$ cat src/rtl/dfsc_pkg.sv
package dfsc_pkg;
    localparam int WORD_W   = 32;
    localparam int KIND_W   = 4;
    localparam int LEVEL_W  = 2;
    localparam int DOMAIN_W = 4;
    localparam int AET_W    = 2;
    localparam int SHORT_W  = 5;
    localparam int LONG_W   = 6;
    localparam int PREFIX_W = LONG_W - LEVEL_W;

    // word bit positions that software decodes
    localparam int POS_ADDR_BAD = 16;
    localparam int POS_AET_LO   = 14;
    localparam int POS_CM       = 13;
    localparam int POS_EXT      = 12;
    localparam int POS_WNR      = 11;
    localparam int POS_SHORT_HI = 10;
    localparam int POS_LAYOUT   = 9;
    localparam int POS_DOMAIN   = 4;

    localparam logic [SHORT_W-1:0] SHORT_RSVD = '1;
    localparam logic [LONG_W-1:0]  LONG_RSVD  = '1;
    localparam logic [LONG_W-1:0]  LONG_ASYNC = 6'b010001;

    typedef enum logic [KIND_W-1:0] {
        FK_ALIGN     = 4'd0,
        FK_DEBUG     = 4'd1,
        FK_XLATE     = 4'd2,
        FK_AFLAG     = 4'd3,
        FK_PERM      = 4'd4,
        FK_DOMAIN    = 4'd5,
        FK_ADDRSZ    = 4'd6,
        FK_EXT_SYNC  = 4'd7,
        FK_EXT_WALK  = 4'd8,
        FK_ASYNC_ERR = 4'd9,
        FK_PAR_SYNC  = 4'd10,
        FK_PAR_WALK  = 4'd11,
        FK_PAR_ASYNC = 4'd12,
        FK_TLB_CONF  = 4'd13,
        FK_LOCKDOWN  = 4'd14,
        FK_EXCL      = 4'd15
    } fault_kind_e;

    typedef enum logic {
        ST_EMPTY = 1'b0,
        ST_HELD  = 1'b1
    } cap_state_e;

    typedef struct packed {
        fault_kind_e              kind;
        logic [LEVEL_W-1:0]       level;
        logic                     layout_long;
        logic                     wnr;
        logic                     cm_origin;
        logic                     ext_class;
        logic                     addr_invalid;
        logic [AET_W-1:0]         err_type;
        logic [DOMAIN_W-1:0]      domain;
    } fault_desc_t;
endpackage

$ cat src/rtl/dfsc_short_enc.sv
module dfsc_short_enc
    import dfsc_pkg::*;
(
    input  fault_kind_e          kind,
    input  logic [LEVEL_W-1:0]   level,
    output logic [SHORT_W-1:0]   code,
    output logic                 ok
);
    // level-keyed kinds exist only at lookup levels 1 and 2
    function automatic logic [SHORT_W:0] by_level(input logic [LEVEL_W-1:0] lv,
                                                  input logic [SHORT_W-1:0] c1,
                                                  input logic [SHORT_W-1:0] c2);
        if (lv == LEVEL_W'(1)) return {1'b1, c1};
        if (lv == LEVEL_W'(2)) return {1'b1, c2};
        return {1'b0, SHORT_RSVD};
    endfunction

    logic [SHORT_W:0] pick;

    always_comb begin
        pick = {1'b0, SHORT_RSVD};
        unique case (kind)
            FK_ALIGN:     pick = {1'b1, 5'b00001};
            FK_DEBUG:     pick = {1'b1, 5'b00010};
            FK_XLATE:     pick = by_level(level, 5'b00101, 5'b00111);
            FK_AFLAG:     pick = by_level(level, 5'b00011, 5'b00110);
            FK_PERM:      pick = by_level(level, 5'b01101, 5'b01111);
            FK_DOMAIN:    pick = by_level(level, 5'b01001, 5'b01011);
            FK_ADDRSZ:    pick = {1'b0, SHORT_RSVD};
            FK_EXT_SYNC:  pick = {1'b1, 5'b01000};
            FK_EXT_WALK:  pick = by_level(level, 5'b01100, 5'b01110);
            FK_ASYNC_ERR: pick = {1'b1, 5'b10110};
            FK_PAR_SYNC:  pick = {1'b1, 5'b11001};
            FK_PAR_WALK:  pick = by_level(level, 5'b11100, 5'b11110);
            FK_PAR_ASYNC: pick = {1'b1, 5'b11000};
            FK_TLB_CONF:  pick = {1'b1, 5'b10000};
            FK_LOCKDOWN:  pick = {1'b1, 5'b10100};
            FK_EXCL:      pick = {1'b1, 5'b10101};
        endcase
    end

    assign ok   = pick[SHORT_W];
    assign code = pick[SHORT_W-1:0];
endmodule

$ cat src/rtl/dfsc_long_enc.sv
module dfsc_long_enc
    import dfsc_pkg::*;
(
    input  fault_kind_e          kind,
    input  logic [LEVEL_W-1:0]   level,
    output logic [LONG_W-1:0]    code,
    output logic                 ok
);
    // level-keyed long codes: a 4-bit class prefix followed by the level
    function automatic logic [LONG_W:0] leveled(input logic [PREFIX_W-1:0] prefix,
                                                input logic [LEVEL_W-1:0]  lv,
                                                input logic                zero_ok);
        if (lv == '0 && !zero_ok) return {1'b0, LONG_RSVD};
        return {1'b1, prefix, lv};
    endfunction

    logic [LONG_W:0] pick;

    always_comb begin
        pick = {1'b0, LONG_RSVD};
        unique case (kind)
            FK_ADDRSZ:    pick = leveled(4'b0000, level, 1'b1);
            FK_XLATE:     pick = leveled(4'b0001, level, 1'b0);
            FK_AFLAG:     pick = leveled(4'b0010, level, 1'b0);
            FK_PERM:      pick = leveled(4'b0011, level, 1'b0);
            FK_EXT_WALK:  pick = leveled(4'b0101, level, 1'b0);
            FK_PAR_WALK:  pick = leveled(4'b0111, level, 1'b0);
            FK_DOMAIN:    pick = {1'b0, LONG_RSVD};
            FK_EXT_SYNC:  pick = {1'b1, 6'b010000};
            FK_ASYNC_ERR: pick = {1'b1, LONG_ASYNC};
            FK_PAR_SYNC:  pick = {1'b1, 6'b011000};
            FK_PAR_ASYNC: pick = {1'b1, 6'b011001};
            FK_ALIGN:     pick = {1'b1, 6'b100001};
            FK_DEBUG:     pick = {1'b1, 6'b100010};
            FK_TLB_CONF:  pick = {1'b1, 6'b110000};
            FK_LOCKDOWN:  pick = {1'b1, 6'b110100};
            FK_EXCL:      pick = {1'b1, 6'b110101};
        endcase
    end

    assign ok   = pick[LONG_W];
    assign code = pick[LONG_W-1:0];
endmodule

$ cat src/rtl/dfsc_pack.sv
module dfsc_pack
    import dfsc_pkg::*;
(
    input  fault_desc_t          desc,
    input  logic [SHORT_W-1:0]   short_code,
    input  logic                 short_ok,
    input  logic [LONG_W-1:0]    long_code,
    input  logic                 long_ok,
    output logic [WORD_W-1:0]    word,
    output logic                 unsupported
);
    logic is_external;
    logic aet_live;

    always_comb begin
        unique case (desc.kind)
            FK_EXT_SYNC, FK_EXT_WALK, FK_ASYNC_ERR,
            FK_PAR_SYNC, FK_PAR_WALK, FK_PAR_ASYNC: is_external = 1'b1;
            default:                                is_external = 1'b0;
        endcase
    end

    assign aet_live = desc.layout_long && (long_code == LONG_ASYNC);

    always_comb begin
        word = '0;
        word[POS_ADDR_BAD] = (desc.kind == FK_EXT_SYNC) && desc.addr_invalid;
        word[POS_AET_LO +: AET_W] = aet_live ? desc.err_type : '0;
        word[POS_CM]     = desc.cm_origin;
        word[POS_EXT]    = is_external && desc.ext_class;
        word[POS_WNR]    = desc.wnr || desc.cm_origin;
        word[POS_LAYOUT] = desc.layout_long;
        if (desc.layout_long) begin
            word[LONG_W-1:0] = long_code;
        end else begin
            word[POS_SHORT_HI]          = short_code[SHORT_W-1];
            word[SHORT_W-2:0]           = short_code[SHORT_W-2:0];
            word[POS_DOMAIN +: DOMAIN_W] = desc.domain;
        end
        unsupported = desc.layout_long ? !long_ok : !short_ok;
    end
endmodule

$ cat src/rtl/dfsc_capture.sv
module dfsc_capture
    import dfsc_pkg::*;
(
    input  logic                 clk,
    input  logic                 rst_n,
    input  logic                 abort_valid,
    input  logic                 layout_long,
    input  logic [KIND_W-1:0]    fault_kind,
    input  logic [LEVEL_W-1:0]   fault_level,
    input  logic                 wnr,
    input  logic                 cm_origin,
    input  logic                 ext_class,
    input  logic                 addr_invalid,
    input  logic [AET_W-1:0]     err_type,
    input  logic [DOMAIN_W-1:0]  domain,
    output logic [WORD_W-1:0]    syndrome,
    output logic                 code_unsupported,
    output logic                 syndrome_valid
);
    fault_desc_t          desc;
    logic [SHORT_W-1:0]   short_code;
    logic                 short_ok;
    logic [LONG_W-1:0]    long_code;
    logic                 long_ok;
    logic [WORD_W-1:0]    packed_word;
    logic                 packed_bad;
    cap_state_e           state_q, state_d;
    logic                 load;

    always_comb begin
        desc.kind         = fault_kind_e'(fault_kind);
        desc.level        = fault_level;
        desc.layout_long  = layout_long;
        desc.wnr          = wnr;
        desc.cm_origin    = cm_origin;
        desc.ext_class    = ext_class;
        desc.addr_invalid = addr_invalid;
        desc.err_type     = err_type;
        desc.domain       = domain;
    end

    dfsc_short_enc u_short (
        .kind  (desc.kind),
        .level (desc.level),
        .code  (short_code),
        .ok    (short_ok)
    );

    dfsc_long_enc u_long (
        .kind  (desc.kind),
        .level (desc.level),
        .code  (long_code),
        .ok    (long_ok)
    );

    dfsc_pack u_pack (
        .desc        (desc),
        .short_code  (short_code),
        .short_ok    (short_ok),
        .long_code   (long_code),
        .long_ok     (long_ok),
        .word        (packed_word),
        .unsupported (packed_bad)
    );

    // next state and load decision
    always_comb begin
        state_d = state_q;
        load    = 1'b0;
        unique case (state_q)
            ST_EMPTY: if (abort_valid) begin   // capture_first
                state_d = ST_HELD;
                load    = 1'b1;
            end
            ST_HELD: if (abort_valid) begin    // capture_again, else hold
                load    = 1'b1;
            end
        endcase
    end

    // state register
    always_ff @(posedge clk) begin
        if (!rst_n) state_q <= ST_EMPTY;
        else        state_q <= state_d;
    end

    // output registers
    always_ff @(posedge clk) begin
        if (!rst_n) begin
            syndrome         <= '0;
            code_unsupported <= 1'b0;
        end else if (load) begin
            syndrome         <= packed_word;
            code_unsupported <= packed_bad;
        end
    end

    assign syndrome_valid = (state_q == ST_HELD);
endmodule

$ cat config.mk
export PLATFORM = sky130hd
export DESIGN_NAME = dfsc_capture
export DESIGN_NICKNAME = d
export VERILOG_FILES = /design/src/rtl/dfsc_pkg.sv /design/src/rtl/dfsc_short_enc.sv /design/src/rtl/dfsc_long_enc.sv /design/src/rtl/dfsc_pack.sv /design/src/rtl/dfsc_capture.sv
export SDC_FILE = /design/constraint.sdc
export NUM_CORES = 1
export LEC_CHECK = 0
export ABC_CLOCK_PERIOD_IN_PS = 1800
export BUFFER_PORTS_ARGS = -buffer_cell sky130_fd_sc_hd__buf_4
export CORE_ASPECT_RATIO = 0.6
export CORE_UTILIZATION = 55
export CTS_BUF_LIST = sky130_fd_sc_hd__clkbuf_4 sky130_fd_sc_hd__clkbuf_8
export CTS_CLUSTER_SIZE = 8
export DETAILED_ROUTE_END_ITERATION = 10
export HOLD_SLACK_MARGIN = 0.03
export PLACE_DENSITY = 0.9
export RECOVER_POWER = 50
export SYNTH_ARGS = -nofsm -noshare
export SYNTH_HDL_FRONTEND = slang
export SYNTH_SLANG_ARGS = --single-unit
export TNS_END_PERCENT = 100
$ cat constraint.sdc
create_clock -name clk -period 1.8 [get_ports clk]
set_input_delay 0.09 -clock clk [delete_from_list [all_inputs] [get_ports clk]]
set_output_delay 0.09 -clock clk [all_outputs]
set_load 0.02 [all_outputs]
==> results.cfg <==
[timing]
hold_slack_ps = 43.1
rsz0062_at_grt = false
setup_viol = 0
period_share_pct = 80.1
fin_crit_ps = 1440
final_max_slew_viol_count = 0
fin_setup_tns_ps = 0
skew_ps = 0
final-hold-violation-count = 0
max_freq_ghz = 0.694
slew_headroom_pct = 68.2
tightest_slew_ps = 465

[critical_path]
rr_worst_depth = 2
crit_buf_inv = 2
slowest_stage = a311o_1
worstSetupPathType = in -> reg
critPathLaunch = fault_level[1]
crit_family = compound AO/OA/AOI/OAI gates
worst-path-stages = 8
start_kind = primary input
required_ps = 1940
critPathArrivalTime_ps = 1580
path_max_fanout = 7
worstPathCellList = buf_4 -> inv_1 -> ha_1 -> or2b_1 -> nand2_1 -> o2bb2ai_1 -> a311o_1 -> o31ai_1
critPathCaptureType = flop
slowest_delay_ps = 340
timing.rr.start = syndrome[2]

[status]
status = finished clean

[clock_tree]
numCtsBuffers = 3
root_buffer = clkbuf_8
cts_buffer_depth = 2
clk_pin_slew_ps = 70
cts_tree = done
post_cts_resized = 0
postCtsSetupBuffers = 0
clock-sinks = 18
cts_hold_buf = 0
htreeDepth = 1
worstSkewPairLatency_ps = 260

[synthesis]
yosys.area.top_type_share_pct = 23.9
synth.distinct_cells = 49
muxShareOfSynthArea_pct = 0.663
synth_cells = 198
synth_edf_count = 0
synth_top_flop_cell = dfxtp_1
syn-cell-area_mm2 = 0.00151
synth_top_cell_by_area = dfxtp_1
synth_seq_cells = 18
synth_top_family_by_area = compound AO/OA/AOI/OAI gates
ys_seq_area_share_pct = 23.9
async_flop_share_pct = 0
synth_compound_area_share_pct = 31.8
yosys_warnings = 0
syn_area_per_cell_um2 = 7.63
synth.top_cells.by_area = dfxtp_1, buf_4, nor2b_1
synthAdderAreaFrac_pct = 2.49
synth_xor_area_share_pct = 0
yosys.area_share.simple_pct = 24.2

[floorplan]
die_w_um = 69.7
dieArea_mm2 = 0.00297
start_util_pct = 59.1
rows = 14
coreArea_mm2 = 0.00256
die_y_um = 42.6
ios = 54

[worst_hold_path]
hp-start = err_type[0]
min_path_cells = 2
hold_class = in -> reg

[global_routing]
antenna_found_initial = 0
grt_pass1_wl_um = 5740
grt_overflow = 0
grt.total_usage_pct = 24.5
grt_pass1_vias = 1221
grt_start_max_net_pins = 35

[drt]
dr.pass1.iters = 4
ant_nets = 0
viasPerCell = 5.73
wirelength_um = 3540
vias = 1462
drc = 0
wl_per_cell_um = 13.9
drtIter0Drc = 150

[power]
power_density_mw_per_mm2 = 650
peakVddDrop_v = 0.000369
total_power_w = 0.00109
p_leak_nw = 0.689

[finish]
final_layout_size_suffix_gt1_share_pct = 13.9
synthToLayoutAreaGrowth_pct = 10.7
fin_util_pct = 65.4
nNetsFinal = 247
antenna_cells = 0

[placed_design]
dp_hpwl_um = 2540
port_buffers = 37
gp_congestion = 0.967

[run]
cap_violations = 0
-- Yosys cell counts, drive strengths merged, types with 3 or more instances --
master / n
nand2: 14
nand3b: 3
a31oi: 3
a21oi: 9
o22ai: 5
dfxtp: 18
o221ai: 3
inv: 8
clkbuf: 3
ha: 3
nand2b: 8
nor3: 5
a21boi: 6
buf: 29
o21ai: 13
nand3: 3
a22o: 3
nor2: 12
nor2b: 13
o21a: 7
-- area by class of cell --
cell class,instances,area [um2]
Tap cell,32,40.0
Inverter,8,30.0
Fill cell,251,886
Sequential cell,18,360
Timing Repair Buffer,38,233
Clock buffer,4,55.1
Multi-Input combinational cell,155,953
-- routing by layer --
| metal | vias to the layer above | part of all wire (%) | wire length, um | track usage, % |
|---|---|---|---|---|
| met5 | - | 0 | 0 | 0 |
| met4 | 0 | 0.54 | 19 | 3.60 |
| met3 | 4 | 9.5 | 338 | 9.38 |
| met2 | 59 | 45 | 1590 | 38.4 |
| met1 | 676 | 45 | 1600 | 32.8 |
| li1 | 723 | - | - | - |
-- logic make-up after synthesis --
group | Yosys count
adders and majority gates | 3
AOI/OAI and AO/OA | 67
buffers and inverters | 40
DFF | 18
other | 1
and+or+nand+nor | 68
muxes | 1
-- power breakdown --
group | switching (W) | internal [W] | total [W]
clock | 0.000138 | 0.000195 | 0.000333
combinational | 0.000203 | 0.000118 | 0.000321
sequential | 0.0000117 | 0.000421 | 0.000432
total | 0.000353 | 0.000734 | 0.00109
-- layout by cell type (no fill, tap or decap), types with 2 or more instances in the layout --
cell type / n
buf_4: 24
dfxtp_1: 18
conb_1: 16
nand2_1: 14
clkbuf_1: 14
nor2b_1: 13
nor2_1: 12
o21ai_0: 12
a21oi_1: 9
inv_1: 8
o21a_1: 7
nand2b_1: 7
a21boi_0: 6
o22ai_1: 5
nor3_1: 5
clkbuf_8: 4
nand3_1: 3
nand3b_1: 3
o221ai_1: 3
a22o_1: 3
ha_1: 3
a21o_1: 2
o31ai_1: 2
o211ai_1: 2
or2b_1: 2
a2111oi_0: 2
a31oi_1: 2
and3_1: 2
-- path summary, 6_finish.rpt --
path	to	slack [ps]
worst max-delay path	code_unsupported	360
worst min-delay path	syndrome[14]	40
worst max register to register	syndrome[2]	970
worst min register to register	syndrome_valid	460
-- stage by stage --
step	instances	cell area, um2	worst slack [ps]
after floorplan	213	1570	533
after global placement	251	1670	209
after detailed placement	251	1670	143
after CTS	255	1720	415
after global routing	255	1670	246
final	255	1670	358
-- registers in the layout, summed over array words and instances, names as in the netlist --
register,cells
syndrome,16
code_unsupported,1
syndrome_valid,1
(Power assumes the default switching activity.)
